File: config.mk
export PLATFORM = sky130hd
export DESIGN_NAME = flash_guard
export DESIGN_NICKNAME = d
export VERILOG_FILES = /design/src/rtl/flash_guard_pkg.sv /design/src/rtl/flash_sector_map.sv /design/src/rtl/flash_key_seq.sv /design/src/rtl/flash_guard.sv
export SDC_FILE = /design/constraint.sdc
export NUM_CORES = 1
export LEC_CHECK = 0
export ABC_AREA = 1
export BUFFER_PORTS_ARGS = -buffer_cell sky130_fd_sc_hd__buf_4
export CAP_MARGIN = 10
export CORE_MARGIN = 10
export CORE_UTILIZATION = 42
export CTS_BUF_LIST = sky130_fd_sc_hd__clkbuf_8 sky130_fd_sc_hd__clkbuf_16
export CTS_CLUSTER_SIZE = 25
export DETAILED_ROUTE_END_ITERATION = 8
export GPL_ROUTABILITY_DRIVEN = 0
export GPL_TIMING_DRIVEN = 0
export PLACE_DENSITY = 0.77
export SYNTH_ARGS = -nofsm -noshare
export SYNTH_HDL_FRONTEND = slang
export SYNTH_SLANG_ARGS = --single-unit
File: constraint.sdc
create_clock -name clk -period 6.5 [get_ports clk]
set_input_delay 0.975 -clock clk [delete_from_list [all_inputs] [get_ports clk]]
set_output_delay 0.975 -clock clk [all_outputs]
set_load 0.05 [all_outputs]
File: src/rtl/flash_guard_pkg.sv
package flash_guard_pkg;

    typedef enum logic [2:0] {
        OP_READ   = 3'd0,
        OP_PROG   = 3'd1,
        OP_ERASE  = 3'd2,
        OP_KEY    = 3'd3,
        OP_RELOCK = 3'd4,
        OP_WPSET  = 3'd5
    } op_e;

    typedef enum logic [2:0] {
        ERR_OK       = 3'd0,
        ERR_MISALIGN = 3'd1,
        ERR_RANGE    = 3'd2,
        ERR_WPROT    = 3'd3,
        ERR_LOCKED   = 3'd4,
        ERR_RPROT    = 3'd5,
        ERR_BADKEY   = 3'd6,
        ERR_BADOP    = 3'd7
    } err_e;

endpackage

File: src/rtl/flash_sector_map.sv
// Byte address to sector index for a map of N_SMALL equal small sectors,
// one mid sector, one big sector and N_HUGE equal huge sectors.
module flash_sector_map #(
    parameter int ADDR_W   = 24,
    parameter int N_SMALL  = 8,
    parameter int SMALL_KB = 16,
    parameter int MID_KB   = 128,
    parameter int BIG_KB   = 256,
    parameter int N_HUGE   = 3,
    parameter int HUGE_KB  = 512,
    localparam int N_SECT  = N_SMALL + 2 + N_HUGE,
    localparam int SECT_W  = $clog2(N_SECT)
) (
    input  logic [ADDR_W-1:0] addr,
    output logic [SECT_W-1:0] sect,
    output logic              in_range
);

    function automatic logic [63:0] sect_bytes(int i);
        if (i < N_SMALL)       return 64'(SMALL_KB) * 64'd1024;
        else if (i == N_SMALL) return 64'(MID_KB) * 64'd1024;
        else if (i == N_SMALL + 1) return 64'(BIG_KB) * 64'd1024;
        else                   return 64'(HUGE_KB) * 64'd1024;
    endfunction

    function automatic logic [63:0] sect_base(int i);
        logic [63:0] sum = '0;
        for (int k = 0; k < i; k++) sum += sect_bytes(k);
        return sum;
    endfunction

    localparam logic [63:0] TOTAL_BYTES = sect_base(N_SECT);

    // Thermometer of "address at or above this sector's base"
    logic [N_SECT-1:0] above;

    for (genvar g = 0; g < N_SECT; g++) begin : g_base
        localparam logic [63:0] BASE = sect_base(g);
        assign above[g] = 64'(addr) >= BASE;
    end

    assign sect     = SECT_W'($countones(above) - 1);
    assign in_range = 64'(addr) < TOTAL_BYTES;

endmodule

File: src/rtl/flash_key_seq.sv
// Two-word password sequencer with sticky error flag.
module flash_key_seq #(
    parameter int              KEY_W = 64,
    parameter logic [KEY_W-1:0] KEY_A = 64'h0123_4567_89AB_CDEF,
    parameter logic [KEY_W-1:0] KEY_B = 64'hFEDC_BA98_7654_3210
) (
    input  logic             clk,
    input  logic             rst_n,
    input  logic             word_vld,
    input  logic [KEY_W-1:0] word,
    input  logic             relock,
    output logic             word_ok,
    output logic             unlocked,
    output logic             pw_err
);

    typedef struct packed {
        logic second;
        logic unl;
        logic err;
    } seq_t;

    seq_t seq_d, seq_q;

    always_comb begin
        seq_d   = seq_q;
        word_ok = (word == (seq_q.second ? KEY_B : KEY_A));
        if (relock) begin
            seq_d.second = 1'b0;
            seq_d.unl    = 1'b0;
        end else if (word_vld) begin
            if (!word_ok) begin
                seq_d.second = 1'b0;
                seq_d.err    = 1'b1;
            end else if (seq_q.second) begin
                seq_d.second = 1'b0;
                seq_d.unl    = 1'b1;
            end else begin
                seq_d.second = 1'b1;
            end
        end
    end

    always_ff @(posedge clk) begin
        if (!rst_n) seq_q <= '0;
        else        seq_q <= seq_d;
    end

    assign unlocked = seq_q.unl;
    assign pw_err   = seq_q.err;

endmodule

File: src/rtl/flash_guard.sv
module flash_guard
    import flash_guard_pkg::*;
#(
    parameter int               ADDR_W     = 24,
    parameter int               DATA_W     = 64,
    parameter int               KEY_W      = 64,
    parameter int               PAGE_BYTES = 256,
    parameter int               N_SMALL    = 8,
    parameter int               SMALL_KB   = 16,
    parameter int               MID_KB     = 128,
    parameter int               BIG_KB     = 256,
    parameter int               N_HUGE     = 3,
    parameter int               HUGE_KB    = 512,
    parameter logic [KEY_W-1:0] KEY_A      = 64'h0123_4567_89AB_CDEF,
    parameter logic [KEY_W-1:0] KEY_B      = 64'hFEDC_BA98_7654_3210,
    localparam int              N_SECT     = N_SMALL + 2 + N_HUGE,
    localparam int              SECT_W     = $clog2(N_SECT),
    localparam int              PAGE_LSB   = $clog2(PAGE_BYTES)
) (
    input  logic              clk,
    input  logic              rst_n,
    input  logic [N_SECT-1:0] cfg_wp,
    input  logic [N_SECT-1:0] cfg_lock,
    input  logic              cfg_rdprot,
    input  logic              cmd_valid,
    output logic              cmd_ready,
    input  logic [2:0]        cmd_op,
    input  logic [ADDR_W-1:0] cmd_addr,
    input  logic [KEY_W-1:0]  cmd_key,
    output logic              rsp_valid,
    output logic              rsp_grant,
    output logic [2:0]        rsp_err,
    output logic [DATA_W-1:0] rsp_rdata,
    output logic              rsp_viol,
    output logic              pw_err,
    output logic              arr_req,
    output logic [2:0]        arr_op,
    output logic [SECT_W-1:0] arr_sector,
    output logic [ADDR_W-1:0] arr_addr,
    input  logic [DATA_W-1:0] arr_rdata
);

    typedef struct packed {
        logic [N_SECT-1:0] wp;
        logic [N_SECT-1:0] lock;
        logic              rdprot;
        logic              rv;
        logic              rg;
        err_e              re;
        logic [DATA_W-1:0] rd;
        logic              rviol;
    } guard_t;

    guard_t state_d, state_q;

    logic [SECT_W-1:0] sect;
    logic              in_rng;
    logic              word_ok;
    logic              unlocked;
    logic              key_vld;
    logic              relock;
    op_e               op;
    err_e              err;
    logic              rd_block;
    logic              sect_lock;
    logic              sect_wp;

    flash_sector_map #(
        .ADDR_W(ADDR_W), .N_SMALL(N_SMALL), .SMALL_KB(SMALL_KB),
        .MID_KB(MID_KB), .BIG_KB(BIG_KB), .N_HUGE(N_HUGE), .HUGE_KB(HUGE_KB)
    ) u_map (
        .addr     (cmd_addr),
        .sect     (sect),
        .in_range (in_rng)
    );

    flash_key_seq #(.KEY_W(KEY_W), .KEY_A(KEY_A), .KEY_B(KEY_B)) u_key (
        .clk      (clk),
        .rst_n    (rst_n),
        .word_vld (key_vld),
        .word     (cmd_key),
        .relock   (relock),
        .word_ok  (word_ok),
        .unlocked (unlocked),
        .pw_err   (pw_err)
    );

    assign op        = op_e'(cmd_op);
    assign key_vld   = cmd_valid && (op == OP_KEY);
    assign relock    = cmd_valid && (op == OP_RELOCK);
    assign rd_block  = state_q.rdprot && !unlocked;
    assign sect_lock = state_q.lock[sect];
    assign sect_wp   = state_q.wp[sect];

    // Decision: priority range, alignment, lock, read protection, write protection
    always_comb begin
        err = ERR_OK;
        unique case (op)
            OP_READ: begin
                if (!in_rng)        err = ERR_RANGE;
                else if (rd_block)  err = ERR_RPROT;
            end
            OP_PROG, OP_ERASE: begin
                if (!in_rng)                    err = ERR_RANGE;
                else if (op == OP_PROG && cmd_addr[PAGE_LSB-1:0] != '0)
                                                err = ERR_MISALIGN;
                else if (sect_lock)             err = ERR_LOCKED;
                else if (rd_block)              err = ERR_RPROT;
                else if (sect_wp && !unlocked)  err = ERR_WPROT;
            end
            OP_KEY:    if (!word_ok) err = ERR_BADKEY;
            OP_RELOCK: err = ERR_OK;
            OP_WPSET: begin
                if (!in_rng)         err = ERR_RANGE;
                else if (sect_lock)  err = ERR_LOCKED;
            end
            default: err = ERR_BADOP;
        endcase
    end

    always_comb begin
        state_d       = state_q;
        state_d.rv    = cmd_valid;
        state_d.rg    = cmd_valid && (err == ERR_OK);
        state_d.re    = cmd_valid ? err : ERR_OK;
        state_d.rviol = cmd_valid && (op == OP_READ) && (err == ERR_RPROT);
        state_d.rd    = (cmd_valid && op == OP_READ && err == ERR_OK)
                        ? arr_rdata : '0;
        if (cmd_valid && op == OP_WPSET && err == ERR_OK)
            state_d.wp[sect] = cmd_key[0];
    end

    always_ff @(posedge clk) begin
        if (!rst_n) begin
            state_q        <= '0;
            state_q.wp     <= cfg_wp;
            state_q.lock   <= cfg_lock;
            state_q.rdprot <= cfg_rdprot;
        end else begin
            state_q <= state_d;
        end
    end

    assign cmd_ready  = 1'b1;
    assign arr_req    = cmd_valid && (err == ERR_OK) &&
                        (op == OP_READ || op == OP_PROG || op == OP_ERASE);
    assign arr_op     = cmd_op;
    assign arr_sector = sect;
    assign arr_addr   = cmd_addr;

    assign rsp_valid  = state_q.rv;
    assign rsp_grant  = state_q.rg;
    assign rsp_err    = state_q.re;
    assign rsp_rdata  = state_q.rd;
    assign rsp_viol   = state_q.rviol;

endmodule

==> results of run 1 <==
-- logic make-up (layout without fill, tap and decap cells) --
kind of cell,Yosys count,in the layout,synth area share (%)
buf+inv,254,585,23.4
other cells,1,2,0.0639
compound gates,30,30,3.20
fa+ha+maj,18,18,4.86
flops,100,100,38.7
xor+xnor,2,2,0.426
simple gates,381,381,29.3
-- metrics by stage --
stage                     total power, mW  instance area, µm²  util [%]
final                                1.67                8910      64.7
after global routing                 1.75                8910      64.7
after floorplan                     0.944                5920         -
after global placement               1.10                8240      59.9
after CTS                            1.68                8870      64.4
after detailed placement             1.11                8240      59.9
-- routing by layer --
metal | track usage (%) | vias up | wire [µm]
li1 | - | 2925 | -
met1 | 18.7 | 2557 | 6740
met2 | 34.0 | 212 | 9870
met3 | 8.87 | 19 | 1940
met4 | 5.60 | 0 | 313
met5 | 0 | - | 0
-- repair_timing --
action,CTS,global route
buffers inserted,33,0
pin swaps,21,3
cloned,1,0
endpoints found under the setup margin,9,72
gates resized for setup,23,9
-- worst max path at each step --
| stage | endpoint | slack (ns) | cells after the start |
|---|---|---|---|
| 4_1_cts | arr_req | -0.41 | 35 |
| 6_report | rsp_err[0] | -0.45 | 44 |
| 3_3_place_gp | arr_req | -0.76 | 34 |
| 3_5_place_dp | arr_req | -0.86 | 35 |
| 5_1_grt | arr_req | -0.77 | 35 |
| 2_1_floorplan | arr_req | -0.47 | 33 |
-- Yosys cell counts (all sizes together) --
cell    number  area (µm²)
nor4         1        6.26
or2          1        6.26
xor2         1        8.76
nor3         5        25.0
xnor2        1        16.3
ha          10         125
nand3       21         105
buf        108         828
dfxtp       73        1460
nor3b        4        30.0
a211oi       1        7.51
edfxtp      27         811
nor2       160         771
o21bai       1        7.51
fa           8         160
nand2      168         631
nand3b       2        15.0
nand4       19         134
o31ai       13        97.6
clkbuf       5        18.8
o21ai        5        25.0
a21oi       10        50.1
inv        141         529
conb         1        3.75
-- cell type report --
class                   count  area, µm²  area share, %
clock inverters             7       67.6          0.758
clock buffers               9        225           2.53
repair buffers            315       2390           26.8
multi-input cells         432       2350           26.3
flip-flops and latches    100       2270           25.5
inverters                 141        529           5.94
plain buffers             113        855           9.59
well taps                 180        225           2.53
diodes                      1       2.50         0.0281
-- worst register-to-register path, cell delays in order (launching register included) --
cell and delay [ns]:
edfxtp_1 0.37, nand2_1 0.08, nand2_1 0.06, nand2_1 0.07
nand2_1 0.06, nand2_1 0.05, nand2_1 0.05, nand2_1 0.08
nand2_2 0.09, nand2_1 0.08, nand3_2 0.09, buf_4 0.14
buf_4 0.13, buf_4 0.13, buf_4 0.12, buf_4 0.13
buf_4 0.13, buf_4 0.12, buf_4 0.12, buf_4 0.12
buf_4 0.12, buf_4 0.12, buf_4 0.12, buf_4 0.12
buf_4 0.12, a21oi_2 0.11
-- power groups by stage --
stage                     combinational [mW]  clock, mW  sequential [mW]
after floorplan                        0.265          0            0.679
after global placement                 0.427          0            0.678
after detailed placement               0.434          0            0.678
after CTS                              0.472      0.540            0.664
after global routing                   0.524      0.560            0.665
final                                  0.479      0.530            0.664
-- flip-flops by register name, summed over array words and instances (netlist names), 3 cells and up --
signal and cells:
rsp_rdata 64, state_d 14, rsp_err 3, state_q 13
==> results.toml, run 1 <==
[outcome]
outcome = "finished, violations left"
failed_checks = "setup timing"

[placement]
io_buffers = 280
dp_cells = 1246
dp_hpwl_mm = 14.9
place_ws_ns = -0.863

[floorplanning]
io_pins = 289
core_um2 = 13800
initial_utilization_pct = 42.6
rows = 43
fp.dieW_um = 138
dieArea_um2 = 19100
die_h_um = 138

[clock_tree]
path_clk_slew_ns = 0.07
h-tree-depth = 3
tritoncts = "yes"
cts_num_sinks = 100
cts.path.max_buffers = 2
cts_hold_buf = 0
numCtsBuffers = 9
root_buffer = "clkbuf_16"
clkLatencyLatePin_ns = 0.35

[grt]
grt_start_max_net_pins = 24
grt-ovfl-total = 0
grt_pass1_vias = 5628
grt_pass1_wl_mm = 29.2
grt_util_all_layers_pct = 18.8
antenna_found_initial = 1

[timing]
setup_viol = 2
finClkSkew_ns = 0.0125
fin_crit_ns = 6.95
max_freq_ghz = 0.144
hold_violations = 0
rsz0062_at_grt = "yes"
period_share_pct = 107
worst_slack_ns = -0.454
final_max_slew_viol_count = 0
tns_ns = -0.899
hold_slack_ns = 0.479

[final_layout]
fin_cells = 1298
final_nets = 1315
mostFrequentLayoutCell = "buf_4"
n_fill_cell = 1199
drive_above_1_share_pct = 48.4
final_cell_mix = "buf_4, nand2_1, inv_1"
area_delta_synth_final_pct = 51.7

[synth]
ys_ff_latch = 100
syn_inst = 786
syn-cell-area_um2 = 5870
yosysSeqAreaShare_pct = 38.7
ys_types = 30
syn_nets = 989
syn_area_per_cell_um2 = 7.47
synth_warnings = 0

[setup_path]
worst-setup-path-type = "in2reg"
cp_top_family = "adder cells"
worstReg2RegStart = "state_d[82]"
r2r-end = "rsp_err[0]"
required_ns = 6.78
r2r_setup_slack_ns = 3.49
cp-start-kind = "input port"
crit_path_start = "cmd_addr[23]"
end_kind = "flip-flop"
critPathMaxFanout = 5
arrival_ns = 7.23
critPathSlowestCell = "fa_2"
critPathMaxStageDelay_ns = 0.62
ff2ff_path_depth = 25
path_common_cell = "buf_4"
cp.buffers_inverters = 23

[power]
netSwitchingFraction_pct = 32.6
clockPowerShare_pct = 31.7
power_switching_uw = 545
powerDensity_nw_per_um2 = 188
p_leak_nw = 4.84
pwr-share-seq_pct = 39.7
combPwrFrac_pct = 28.7
ir_drop_mv = 0.207
internal_power_mw = 1.13

[worst_hold_path]
hp-start = "u_key.pw_err"
hp-class = "reg2reg"
hold-path-endpoint = "u_key.pw_err"
hold-path-cell-count = 2

[routing]
vias = 5713
drtIter0Drc = 268
wire_per_inst_um = 14.5
ant_nets = 0
firstDrtPassIters = 5
drc = 0
routed_wl_mm = 18.9
via_per_inst = 4.40

[flow_run]
drv_cap = 0
(Power assumes the default switching activity.)
==> inputs of run 2 (changes only) <==
- GPL_ROUTABILITY_DRIVEN: 0 -> not set
- PLACE_DENSITY: 0.77 -> 0.73
==> run 2 against run 1 <==
  * The run still ends with setup timing left
  * Sequential cell count unchanged
  * Power increased by 0.96%
  * Count of clock-buffer cells in the layout unchanged
  * Design area increased by 1.5%
  * Combinational power increased by 5.6%
  * First-iteration DRC count increased by 28%
  * Critical path depth unchanged
  * Register-to-register slack got worse by 0.03 ns
  * Via count increased by 0.12%
  * Non-clock buffer count increased by 5
  * Utilization increased by 0.99 points
  * Sequential share of layout area decreased by 0.38 points
  * Critical endpoint is now rsp_err[1]
==> results.toml, run 2 (synthesized netlist as in run 1, its figures left out) <==
[grt]
grt_util_all_layers_pct = 18.6
antenna_found_initial = 0
grt_pass1_wl_mm = 28.8
grt-ovfl-total = 0
grt_start_max_net_pins = 24
grt_pass1_vias = 5767

[clock_tree]
root_buffer = "clkbuf_16"
path_clk_slew_ns = 0.07
tritoncts = "yes"
h-tree-depth = 3
cts.path.max_buffers = 2
clkLatencyLatePin_ns = 0.35
cts_num_sinks = 100
numCtsBuffers = 9
cts_hold_buf = 0

[setup_path]
r2r-end = "rsp_err[1]"
r2r_setup_slack_ns = 3.46
critPathSlowestCell = "fa_2"
path_common_cell = "buf_4"
critPathMaxFanout = 8
critPathMaxStageDelay_ns = 0.63
required_ns = 6.79
worst-setup-path-type = "in2reg"
arrival_ns = 7.26
setup.worst_path.end = "rsp_err[1]"
cp-start-kind = "input port"
end_kind = "flip-flop"
ff2ff_path_depth = 25
crit_path_start = "cmd_addr[22]"
worstReg2RegStart = "state_d[74]"

[power]
clockPowerShare_pct = 30.7
power_switching_uw = 547
internal_power_mw = 1.14
powerDensity_nw_per_um2 = 187
pwr-share-seq_pct = 39.3
p_leak_nw = 4.89
netSwitchingFraction_pct = 32.4
ir_drop_mv = 0.163
combPwrFrac_pct = 30.0

[routing]
drc = 0
wire_per_inst_um = 14.6
dr.max_layer_used = "met4"
routed_wl_mm = 19.0
ant_nets = 0
firstDrtPassIters = 5
vias = 5720
via_per_inst = 4.39
drtIter0Drc = 342
wl_met1_mm = 6.67
wl_met2_mm = 10.0
wl_met3_mm = 1.99

[final_layout]
n_fill_cell = 1226
largest_reg_flops = 64
final_nets = 1320
final_cell_mix = "buf_4, nand2_1, inv_1"
area_delta_synth_final_pct = 54.0
mostFrequentLayoutCell = "buf_4"
drive_above_1_share_pct = 49.7
fin_cells = 1302
num_antenna_cells = 0

[flow_run]
drv_cap = 0

[floorplanning]
dieArea_um2 = 19100
initial_utilization_pct = 42.6
io_pins = 289
core_um2 = 13800
fp.dieW_um = 138
die_h_um = 138
rows = 43

[placement]
dp_cells = 1246
io_buffers = 280
dp_hpwl_mm = 15.0
globalplace.congestion = 0.908

[timing]
final_max_slew_viol_count = 0
worst_pin_slew_ns = 0.530
period_share_pct = 107
hold_violations = 0
hold_slack_ns = 0.489
setup_viol = 2
max_slew_margin_pct = 64.4
rsz0062_at_grt = "yes"
fin_crit_ns = 6.97
worst_slack_ns = -0.475
max_freq_ghz = 0.143
finClkSkew_ns = 0.0104

[worst_hold_path]
hold-path-cell-count = 2
hp-class = "reg2reg"

[outcome]
failed_checks = "setup timing"
outcome = "finished, violations left"
## run 2: cell types whose count changed in the layout (fill, tap and decap cells not counted), sizes merged
cell	before	now
diode	1	0
buf	423	429
inv	145	146
clkbuf	14	13
clkinv	3	2
## run 2: area by class of cell
type	count	area (µm²)	area share [%]
clock inverter	7	60.1	0.664
tap	180	225	2.49
sequential	100	2270	25.1
clock buffer	9	225	2.49
buffer	112	858	9.49
timing repair buffer	321	2450	27.1
inverter	141	537	5.93
multi-input combinational	432	2420	26.8
## run 2: how the worst min path moves through the flow
stage / startpoint / endpoint / slack (ns)
6_report: u_key.pw_err / u_key.pw_err / 0.49
5_1_grt: u_key.pw_err / u_key.pw_err / 0.53
3_5_place_dp: u_key.pw_err / u_key.pw_err / 0.48
2_1_floorplan: u_key.unlocked / u_key.unlocked / 0.49
4_1_cts: u_key.pw_err / u_key.pw_err / 0.49
3_3_place_gp: u_key.pw_err / u_key.pw_err / 0.46
## run 2: metal layers
layer / vias up / track usage, %
met4: 0 / 4.94
met5: - / 0
met2: 213 / 34.2
li1: 2936 / -
met1: 2555 / 18.1
met3: 16 / 8.87
## run 2: power groups by stage
stage | combinational [mW] | sequential (mW) | clock [mW]
after floorplan | 0.265 | 0.679 | 0
after global placement | 0.428 | 0.677 | 0
after detailed placement | 0.433 | 0.678 | 0
after CTS | 0.482 | 0.664 | 0.534
after global routing | 0.550 | 0.665 | 0.556
final | 0.506 | 0.664 | 0.519
## run 2: stage by stage
stage          power (mW)  TNS (ns)  setup WS (ns)  util [%]  instance area (µm²)
2_1_floorplan       0.944    -0.465         -0.465         -                 5920
3_3_place_gp         1.11     -6.72         -0.812      59.9                 8240
3_5_place_dp         1.11    -11.22         -0.859      59.9                 8240
4_1_cts              1.68    -0.625         -0.372      64.5                 8880
5_1_grt              1.77     -1.39         -0.697      65.7                 9050
6_report             1.69    -0.933         -0.475      65.7                 9050
## run 2: worst max-delay path: cells and delay by family
family,cells,cell delay [ns]
AOI/OAI and AO/OA,2,0.20
adders and majority gates,6,2.55
and+or+nand+nor,13,1.13
buffers and inverters,23,2.39
## run 2: what timing repair did
action | in CTS | in global routing
pin swaps | 25 | 25
gates cloned | 0 | 0
buffers inserted | 36 | 4
endpoints found under the setup margin | 1 | 72
resized for setup | 21 | 37
